===== config.mk =====
export PLATFORM = sky130hd
export DESIGN_NAME = mmc_overlay_ctrl
export DESIGN_NICKNAME = d
export VERILOG_FILES = /design/src/rtl/mmc_pkg.sv /design/src/rtl/mmc_port_decode.sv /design/src/rtl/mmc_map_state.sv /design/src/rtl/mmc_addr_decode.sv /design/src/rtl/mmc_overlay_ctrl.sv
export SDC_FILE = /design/constraint.sdc
export NUM_CORES = 1
export LEC_CHECK = 0
export ABC_AREA = 0
export BUFFER_PORTS_ARGS = -buffer_cell sky130_fd_sc_hd__buf_2
export CAP_MARGIN = 20
export CORE_MARGIN = 2
export CORE_UTILIZATION = 25
export CTS_CLUSTER_DIAMETER = 50
export CTS_CLUSTER_SIZE = 25
export DETAILED_ROUTE_END_ITERATION = 8
export HOLD_SLACK_MARGIN = 0.12
export SYNTH_ARGS = -nofsm -noshare
export SYNTH_HDL_FRONTEND = slang
export SYNTH_HIERARCHICAL = 1
export SYNTH_SLANG_ARGS = --single-unit

===== constraint.sdc =====
create_clock -name clk -period 3.8 [get_ports clk]
set_input_delay 0.38 -clock clk [delete_from_list [all_inputs] [get_ports clk]]
set_output_delay 0.38 -clock clk [all_outputs]
set_load 0.03 [all_outputs]

===== src/rtl/mmc_pkg.sv =====
package mmc_pkg;

    typedef enum logic [2:0] {
        CMD_NONE      = 3'd0,
        CMD_LOW_DRAM  = 3'd1,
        CMD_HIGH_DRAM = 3'd2,
        CMD_LOW_ROM   = 3'd3,
        CMD_HIGH_DEV  = 3'd4,
        CMD_BOTH_DEV  = 3'd5,
        CMD_LOCK      = 3'd6,
        CMD_UNLOCK    = 3'd7
    } mmc_cmd_e;

    typedef enum logic [2:0] {
        TGT_NONE = 3'd0,
        TGT_DRAM = 3'd1,
        TGT_ROM  = 3'd2,
        TGT_VRAM = 3'd3,
        TGT_PER  = 3'd4
    } mmc_target_e;

    typedef struct packed {
        logic low_rom;    // 1: low window holds ROM
        logic high_dev;   // 1: high window holds video RAM / peripherals
        logic high_lock;  // 1: high window answers nothing
    } map_state_t;

    localparam map_state_t MAP_RESET = '{low_rom: 1'b1, high_dev: 1'b1, high_lock: 1'b0};

    localparam int NUM_CMD_PORTS = 7;

endpackage


===== src/rtl/mmc_port_decode.sv =====
module mmc_port_decode
    import mmc_pkg::*;
#(
    parameter int          PORT_W    = 8,
    parameter logic [7:0]  PORT_BASE = 8'hE0
) (
    input  logic [PORT_W-1:0] io_port,
    input  logic              iorq_n,
    input  logic              wr_n,
    output mmc_cmd_e          cmd
);

    logic [PORT_W-1:0] offset;
    logic              io_write;

    always_comb begin
        offset   = io_port - PORT_W'(PORT_BASE);
        io_write = !iorq_n && !wr_n;
        cmd      = CMD_NONE;
        if (io_write && (offset < PORT_W'(NUM_CMD_PORTS))) begin
            case (offset[2:0])
                3'd0:    cmd = CMD_LOW_DRAM;
                3'd1:    cmd = CMD_HIGH_DRAM;
                3'd2:    cmd = CMD_LOW_ROM;
                3'd3:    cmd = CMD_HIGH_DEV;
                3'd4:    cmd = CMD_BOTH_DEV;
                3'd5:    cmd = CMD_LOCK;
                3'd6:    cmd = CMD_UNLOCK;
                default: cmd = CMD_NONE;
            endcase
        end
    end

endmodule


===== src/rtl/mmc_map_state.sv =====
module mmc_map_state
    import mmc_pkg::*;
(
    input  logic       clk,
    input  logic       rst_n,
    input  mmc_cmd_e   cmd,
    output map_state_t state_q
);

    map_state_t state_d;

    always_comb begin
        state_d = state_q;
        case (cmd)
            CMD_LOW_DRAM:  state_d.low_rom   = 1'b0;
            CMD_HIGH_DRAM: state_d.high_dev  = 1'b0;
            CMD_LOW_ROM:   state_d.low_rom   = 1'b1;
            CMD_HIGH_DEV:  state_d.high_dev  = 1'b1;
            CMD_BOTH_DEV: begin
                state_d.low_rom   = 1'b1;
                state_d.high_dev  = 1'b1;
                state_d.high_lock = 1'b0;
            end
            CMD_LOCK:      state_d.high_lock = 1'b1;
            CMD_UNLOCK:    state_d.high_lock = 1'b0;
            default:       state_d = state_q;
        endcase
    end

    always_ff @(posedge clk or negedge rst_n) begin
        if (!rst_n) state_q <= MAP_RESET;
        else        state_q <= state_d;
    end

    // a lock command always leaves the window locked
    a_r5_lock_sets: assert property (@(posedge clk) disable iff (!rst_n)
        (cmd == CMD_LOCK) |=> state_q.high_lock);

    // high-window remaps do not end a lock
    a_r5_lock_holds: assert property (@(posedge clk) disable iff (!rst_n)
        (state_q.high_lock && (cmd == CMD_HIGH_DRAM || cmd == CMD_HIGH_DEV)) |=> state_q.high_lock);

    // unlock clears the lock and keeps the chosen high mapping
    a_r6_unlock_keeps_map: assert property (@(posedge clk) disable iff (!rst_n)
        (cmd == CMD_UNLOCK) |=> (!state_q.high_lock && $stable(state_q.high_dev)));

    // combined command lands on the reset map
    a_r4_both_dev: assert property (@(posedge clk) disable iff (!rst_n)
        (cmd == CMD_BOTH_DEV) |=> (state_q == MAP_RESET));

    // no command, no change
    a_r11_idle_stable: assert property (@(posedge clk) disable iff (!rst_n)
        (cmd == CMD_NONE) |=> $stable(state_q));

endmodule


===== src/rtl/mmc_addr_decode.sv =====
module mmc_addr_decode
    import mmc_pkg::*;
#(
    parameter int                ADDR_W    = 16,
    parameter logic [ADDR_W-1:0] LOW_LIMIT = 16'h1000,
    parameter logic [ADDR_W-1:0] HIGH_BASE = 16'hD000,
    parameter logic [ADDR_W-1:0] VRAM_LAST = 16'hDFFF,
    parameter logic [ADDR_W-1:0] PER_BASE  = 16'hE000,
    parameter logic [ADDR_W-1:0] PER_LAST  = 16'hE00F
) (
    input  logic [ADDR_W-1:0] addr,
    input  map_state_t        map,
    output mmc_target_e       target
);

    logic in_low;
    logic in_high;
    logic in_vram;
    logic in_per;

    always_comb begin
        in_low  = (addr < LOW_LIMIT);
        in_high = (addr >= HIGH_BASE);
        in_vram = in_high && (addr <= VRAM_LAST);
        in_per  = (addr >= PER_BASE) && (addr <= PER_LAST);

        target = TGT_DRAM;
        if (in_low) begin
            target = map.low_rom ? TGT_ROM : TGT_DRAM;
        end else if (in_high) begin
            if (map.high_lock)      target = TGT_NONE;
            else if (!map.high_dev) target = TGT_DRAM;
            else if (in_vram)       target = TGT_VRAM;
            else if (in_per)        target = TGT_PER;
            else                    target = TGT_NONE;
        end
    end

endmodule


===== src/rtl/mmc_overlay_ctrl.sv =====
module mmc_overlay_ctrl
    import mmc_pkg::*;
#(
    parameter int                ADDR_W    = 16,
    parameter logic [7:0]        PORT_BASE = 8'hE0,
    parameter logic [ADDR_W-1:0] LOW_LIMIT = 16'h1000,
    parameter logic [ADDR_W-1:0] HIGH_BASE = 16'hD000,
    parameter logic [ADDR_W-1:0] VRAM_LAST = 16'hDFFF,
    parameter logic [ADDR_W-1:0] PER_BASE  = 16'hE000,
    parameter logic [ADDR_W-1:0] PER_LAST  = 16'hE00F
) (
    input  logic              clk,
    input  logic              rst_n,
    input  logic [ADDR_W-1:0] cpu_addr,
    input  logic              mreq_n,
    input  logic              iorq_n,
    input  logic              rd_n,
    input  logic              wr_n,
    input  logic              disp_blank,
    output logic              dram_ras_n,
    output logic              rom_cs_n,
    output logic              per_cs_n,
    output logic              vram_cs_n,
    output logic              cpu_wait_n
);

    localparam int PORT_W  = 8;
    localparam int NUM_SEL = 4;   // index i selects target i+1

    mmc_cmd_e     cmd;
    map_state_t   map_q;
    mmc_target_e  target;
    logic         mem_cycle;
    logic [NUM_SEL-1:0] sel_n;

    mmc_port_decode #(
        .PORT_W    (PORT_W),
        .PORT_BASE (PORT_BASE)
    ) u_port (
        .io_port (cpu_addr[PORT_W-1:0]),
        .iorq_n  (iorq_n),
        .wr_n    (wr_n),
        .cmd     (cmd)
    );

    mmc_map_state u_state (
        .clk     (clk),
        .rst_n   (rst_n),
        .cmd     (cmd),
        .state_q (map_q)
    );

    mmc_addr_decode #(
        .ADDR_W    (ADDR_W),
        .LOW_LIMIT (LOW_LIMIT),
        .HIGH_BASE (HIGH_BASE),
        .VRAM_LAST (VRAM_LAST),
        .PER_BASE  (PER_BASE),
        .PER_LAST  (PER_LAST)
    ) u_addr (
        .addr   (cpu_addr),
        .map    (map_q),
        .target (target)
    );

    assign mem_cycle = !mreq_n && (!rd_n || !wr_n);

    for (genvar i = 0; i < NUM_SEL; i++) begin : g_sel
        assign sel_n[i] = !(mem_cycle && (target == mmc_target_e'(i + 1)));
    end

    assign dram_ras_n = sel_n[0];
    assign rom_cs_n   = sel_n[1];
    assign vram_cs_n  = sel_n[2];
    assign per_cs_n   = sel_n[3];
    assign cpu_wait_n = !(!vram_cs_n && !disp_blank);

    // at most one select at a time
    a_r9_one_select: assert property (@(posedge clk) disable iff (!rst_n)
        $onehot0({~dram_ras_n, ~rom_cs_n, ~per_cs_n, ~vram_cs_n}));

    // no select outside a memory read or write
    a_r9_idle_quiet: assert property (@(posedge clk) disable iff (!rst_n)
        (mreq_n || (rd_n && wr_n)) |-> (dram_ras_n && rom_cs_n && per_cs_n && vram_cs_n));

    // wait only for video RAM during active display
    a_r10_wait_cause: assert property (@(posedge clk) disable iff (!rst_n)
        !cpu_wait_n |-> (!vram_cs_n && !disp_blank));

    // middle addresses go to DRAM on any memory cycle
    a_r8_middle_dram: assert property (@(posedge clk) disable iff (!rst_n)
        (mem_cycle && cpu_addr >= LOW_LIMIT && cpu_addr < HIGH_BASE) |-> !dram_ras_n);

    // video RAM select only inside its range
    a_r7_vram_range: assert property (@(posedge clk) disable iff (!rst_n)
        !vram_cs_n |-> (cpu_addr >= HIGH_BASE && cpu_addr <= VRAM_LAST));

    // locked high window answers nothing
    a_r5_locked_silent: assert property (@(posedge clk) disable iff (!rst_n)
        (map_q.high_lock && cpu_addr >= HIGH_BASE) |-> (dram_ras_n && per_cs_n && vram_cs_n));

endmodule


==> impl_metrics.ini, run 1 <==
[setup_path]
ff2ff_path_depth = 2
cp_max_fo = 5
cp.required_ns = 3.42
crit_type = primary input to primary output
critPathArrivalTime_ns = 1.80
reg2reg_slack_ns = 2.92
worstReg2RegEnd = u_state/state_q[1]
worst_setup_path_end_kind = primary output
r2r-start = u_state/state_q[1]
crit_start = cpu_addr[12]
critPathLaunchType = primary input
critPathCapture = cpu_wait_n

[clocking]
cts_resized = 0
insertion_delay_ns = 0.23
cts_tree = done
cts_sinks = 3
cts_inserted_buffers = 3
htreeDepth = 1
cts.clk_slew.worst_paths_ns = 0.03
clockRootBuffer = clkbuf_4
cts_max_path_buffers = 2

[run_status]
outcome = finished clean

[yosys]
synth_ff_type = dfstp_2
synth-seq-area-share_pct = 20.6
async_flop_share_pct = 100
syn_area_per_cell_um2 = 8.56
synth.ff_latch_count = 3
synth_edf_count = 0
netlist_instances = 44
synth_area_um2 = 377
synth_top_cell_by_area = dfstp_2
synth_warnings = 6
netlist.area_leader.share_pct = 14.0
synth_fp_nets = 68
yosys-top-cells-area = dfstp_2 14%, a21oi_1 8.0%, nor2_1 7.0%
synth_cell_types = 27

[power]
switching_share_pct = 28.4
leakagePower_nw = 0.228
p_switching_uw = 38.5
comb_power_share_pct = 28.2
pwr-share-clk_pct = 41.0
power_frac_seq_pct = 30.9
p_int_uw = 97.1
power.density_nw_per_um2 = 239
ir_worst_vdd_uv = 265

[route]
drtIter0Drc = 10
via_count = 461
drcViolationCount = 0
via_per_inst = 5.01
antenna_left = 0
dr.pass1.iters = 4
wire_per_inst_um = 11.0
routed_wl_um = 1010

[sta]
fin_tns_setup_ns = 0
fin_ws_ns = 1.62
finClkSkew_ns = 0
holdWs_ns = 0.476
tightest_slew_ns = 0.648
setup_violations = 0
rsz0062_at_grt = no
fmax_ghz = 0.458
slew_violations = 0
period_needed_ns = 2.18
max_slew_margin_pct = 56.4
fin_crit_sh_pct = 57.4
hold_viol_final = 0

[run]
cap_violations = 0

[global_routing]
antenna_found_initial = 0
grt_pass1_vias = 439
grt.overflow.total = 0
grt_pass1_wl_um = 1660
grt_util_all_layers_pct = 11.5
grt_start_max_net_pins = 7

[placement]
dpl.hpwl_um = 840
place_congestion = 0.733
dp_slack_ns = 1.49
io_buffers = 27
placedInstanceArea_um2 = 532

[die]
initial_utilization_pct = 25.9
io-pin-count = 28
die_y_um = 42.8
core_area_um2 = 1450
die_area_um2 = 1830
die_w_um = 42.8
rows = 14

[finish]
syn_to_final_growth_pct = 50.8
drive_gt1_share_pct = 52.6
multi_input_area_um2 = 299
regArea_um2 = 77.6
final_cell_area_um2 = 568
largest-register = u_state/state_q
largest_register_ffs = 3
num-fill-cells = 165
reg.largest.list = u_state/state_q (3)
fin_nets = 101
diodes = 0

[min_path]
hp-class = primary input to async pin
-- worst max-delay path, cell delays in order --
cell and delay [ns]:
buf_2 0.13, or4_4 0.53, nor4_2 0.38, nor2_1 0.09, nand4_1 0.10, buf_2 0.19
-- kinds of logic after synthesis --
family | Yosys count | share of synthesized area (%)
flops | 3 | 20.6
simple gates | 24 | 43.2
compound gates | 14 | 28.2
xor+xnor | 2 | 4.65
fa+ha+maj | 1 | 3.32
-- synth_stat cells (2+ instances only) --
master	instances
nand2_1	2
nand3b_1	3
a21oi_1	6
dfstp_2	2
nor4b_1	2
nor2_1	7
nor4_1	2
-- layer usage --
| metal | wire (um) | track usage, % | vias up |
|---|---|---|---|
| met3 | 87 | 5.11 | 0 |
| met5 | 0 | 0 | - |
| met1 | 427 | 12.1 | 200 |
| met2 | 500 | 20.9 | 18 |
| li1 | - | - | 243 |
| met4 | 0 | 1.88 | 0 |
-- metrics by stage --
| stage | cells | power [mW] | utilization, % |
|---|---|---|---|
| 2_1_floorplan | 44 | 0.0594 | - |
| 3_3_place_gp | 87 | 0.0786 | 36.6 |
| 3_5_place_dp | 87 | 0.0791 | 36.6 |
| 4_1_cts | 92 | 0.138 | 39.1 |
| 5_1_grt | 92 | 0.144 | 39.1 |
| 6_report | 92 | 0.136 | 39.1 |
-- what timing repair did --
action / 4_1_cts / 5_1_grt
setup buffers: 0 / 0
hold endpoints to repair: 3 / 0
hold buffers: 1 / 0
-- power by group through the flow --
stage	registers [mW]	logic, mW	clock network (mW)
detailed placement	0.0420	0.0371	0
global route	0.0425	0.0420	0.0594
floorplan	0.0406	0.0188	0
finish	0.0419	0.0382	0.0555
CTS	0.0418	0.0383	0.0576
global placement	0.0419	0.0367	0
-- worst min-delay path by stage --
stage	endpoint	slack, ns
2_1_floorplan	u_state/state_q[0]	0.08
3_3_place_gp	u_state/state_q[0]	0.18
3_5_place_dp	u_state/state_q[0]	0.18
4_1_cts	u_state/state_q[0]	0.47
5_1_grt	u_state/state_q[0]	0.49
6_report	u_state/state_q[0]	0.48
-- cell type report --
class	instances	share of cell area, %
Clock buffer	4	4.63
Multi-Input combinational cell	41	52.6
Sequential cell	3	13.7
Tap cell	16	3.52
Timing Repair Buffer	28	25.6
-- placed cells by master (no fill, tap or decap), types with 2 or more instances in the layout --
master,count
nor2_1,7
nor4b_1,2
nor4_1,2
buf_2,27
a21oi_1,6
nand3b_1,3
nand2_1,2
clkbuf_4,3
dfstp_2,2
Note: power is estimated with default switching activity, not from simulation.
==> run 2: changes to the inputs <==
==> constraint.sdc (replaced) <==
create_clock -name clk -period 1.8 [get_ports clk]
set_input_delay 0.18 -clock clk [delete_from_list [all_inputs] [get_ports clk]]
set_output_delay 0.18 -clock clk [all_outputs]
set_load 0.03 [all_outputs]
==> run 2 against run 1 <==
  * First-iteration DRC count decreased by 40%
  * Final area increased by 28%
  * Largest power group unchanged
  * The run now ends with negative setup slack left
  * Utilization increased by 11 points
  * Routed wire length increased by 14%
  * Sequential share of layout area decreased by 3.0 points
  * Via count increased by 9.5%
  * Total power increased by 130%
  * Critical endpoint unchanged
  * Final cell count increased by 9.8%
  * Critical path depth increased by 1
  * Clock power increased by 110%
  * Die area unchanged
  * Largest cell class unchanged
==> impl_metrics.ini, run 2 (synthesis gave the netlist of run 1 again) <==
[sta]
tightest_slew_ns = 0.448
fin_ws_ns = -0.0127
setup_violations = 1
finClkSkew_ns = 0
max_slew_margin_pct = 70.0
hold_viol_final = 0
period_needed_ns = 1.81
fmax_ghz = 0.552
rsz0062_at_grt = yes
slew_violations = 0
fin_crit_sh_pct = 101

[die]
die_y_um = 42.8
die_area_um2 = 1830
initial_utilization_pct = 25.9
rows = 14
io-pin-count = 28
die_w_um = 42.8
core_area_um2 = 1450

[setup_path]
reg2reg_slack_ns = 0.86
worstReg2RegEnd = u_state/state_q[1]
cp_max_fo = 5
r2r-start = u_state/state_q[1]
path_cells = and4b_1, nand2_1, nor4_2, buf_4, nor2_2, nand4_1, buf_6
critPathArrivalTime_ns = 1.63
ff2ff_path_depth = 3
crit_start = u_state/state_q[1]
crit_slowest_cell = dfstp_2
critPathLaunchType = flip-flop
crit_type = flip-flop to primary output
worst_setup_path_end_kind = primary output
slowest_delay_ns = 0.53
cp.required_ns = 1.62

[route]
drtIter0Drc = 6
drcViolationCount = 0
via_count = 505
wire_per_inst_um = 11.4
via_per_inst = 5.00
antenna_left = 0
dr.pass1.iters = 4
routed_wl_um = 1150

[global_routing]
grt_util_all_layers_pct = 12.8
grt_pass1_wl_um = 1840
grt_pass1_vias = 460
grt.overflow.total = 0
grt_start_max_net_pins = 7
antenna_found_initial = 0

[placement]
dpl.cell_count = 94
dp_slack_ns = -0.150
place_congestion = 0.735
dpl.hpwl_um = 902
io_buffers = 27

[power]
power.density_nw_per_um2 = 429
ir_worst_vdd_uv = 513
leakagePower_nw = 0.298
total_power_uw = 313

[clocking]
cts_inserted_buffers = 3
cts_sinks = 3
cts_max_path_buffers = 2
cts.clk_slew.worst_paths_ns = 0.04
htreeDepth = 1
clockRootBuffer = clkbuf_4
insertion_delay_ns = 0.23
cts_tree = done

[finish]
final_cell_mix = 22 x buf_2, 10 x buf_4, 6 x nor2_1
final_common_cell = buf_2
num-fill-cells = 142
utilization_pct = 50.1
syn_to_final_growth_pct = 93.4
drive_gt1_share_pct = 65.9
fin_cells = 101
largest_register_ffs = 3
fin_nets = 110
diodes = 0
reg.largest.list = u_state/state_q (3)
largest-register = u_state/state_q

[run_status]
violations = negative setup slack
outcome = finished, violations left

[run]
cap_violations = 0

[min_path]
hp-class = primary input to async pin
==> run 2: metrics by stage <==
step / cell area [um2] / hold slack (ns) / TNS [ns]
floorplan: 402 / -0.116 / 0
global placement: 609 / -0.0232 / -0.292
detailed placement: 609 / -0.0197 / -0.398
CTS: 683 / 0.269 / 0
global route: 728 / 0.284 / -0.506
finish: 728 / 0.276 / -0.0127
==> run 2: metal layers <==
layer	track usage, %	part of all wire, %	vias up	routed length, um
li1	-	-	258	-
met1	17.3	46	233	531
met2	20.3	49	14	565
met3	5.11	4.7	0	54
met4	0	0	0	0
met5	0	0	-	0
==> run 2: critical path, delay by kind of cell, from the launching register on <==
kind / cells / cell delay [ns]
buffers and inverters: 2 / 0.31
and+or+nand+nor: 5 / 0.56
DFF: 1 / 0.53
==> run 2: worst max path at each step <==
stage,to,cells after the start,slack (ns)
floorplan,u_state/state_q[1],5,0.05
global placement,u_state/state_q[1],6,-0.11
detailed placement,u_state/state_q[0],6,-0.15
CTS,dram_ras_n,7,0.0007
global route,vram_cs_n,6,-0.11
finish,cpu_wait_n,7,-0.01
==> run 2: area by class of cell <==
type	count	area, um2	area share (%)
Clock buffer	4	26.3	3.61
Sequential cell	3	77.6	10.7
Timing Repair Buffer	37	240	33.0
Tap cell	16	20.0	2.75
Multi-Input combinational cell	41	364	50.0
==> run 2: power breakdown <==
group / internal, mW / switching (mW) / leakage [nW]
clock: 0.0829 / 0.0327 / 0.0150
sequential: 0.0811 / 0.00700 / 0.0348
combinational: 0.0569 / 0.0520 / 0.248
total: 0.221 / 0.0917 / 0.298
==> run 2: timing repair <==
action,in CTS,in global routing
pin swaps,1,1
resized for setup,9,7
hold buffers,1,0
hold endpoints to repair,3,0
setup buffers,1,1
endpoints found under the setup margin,5,7
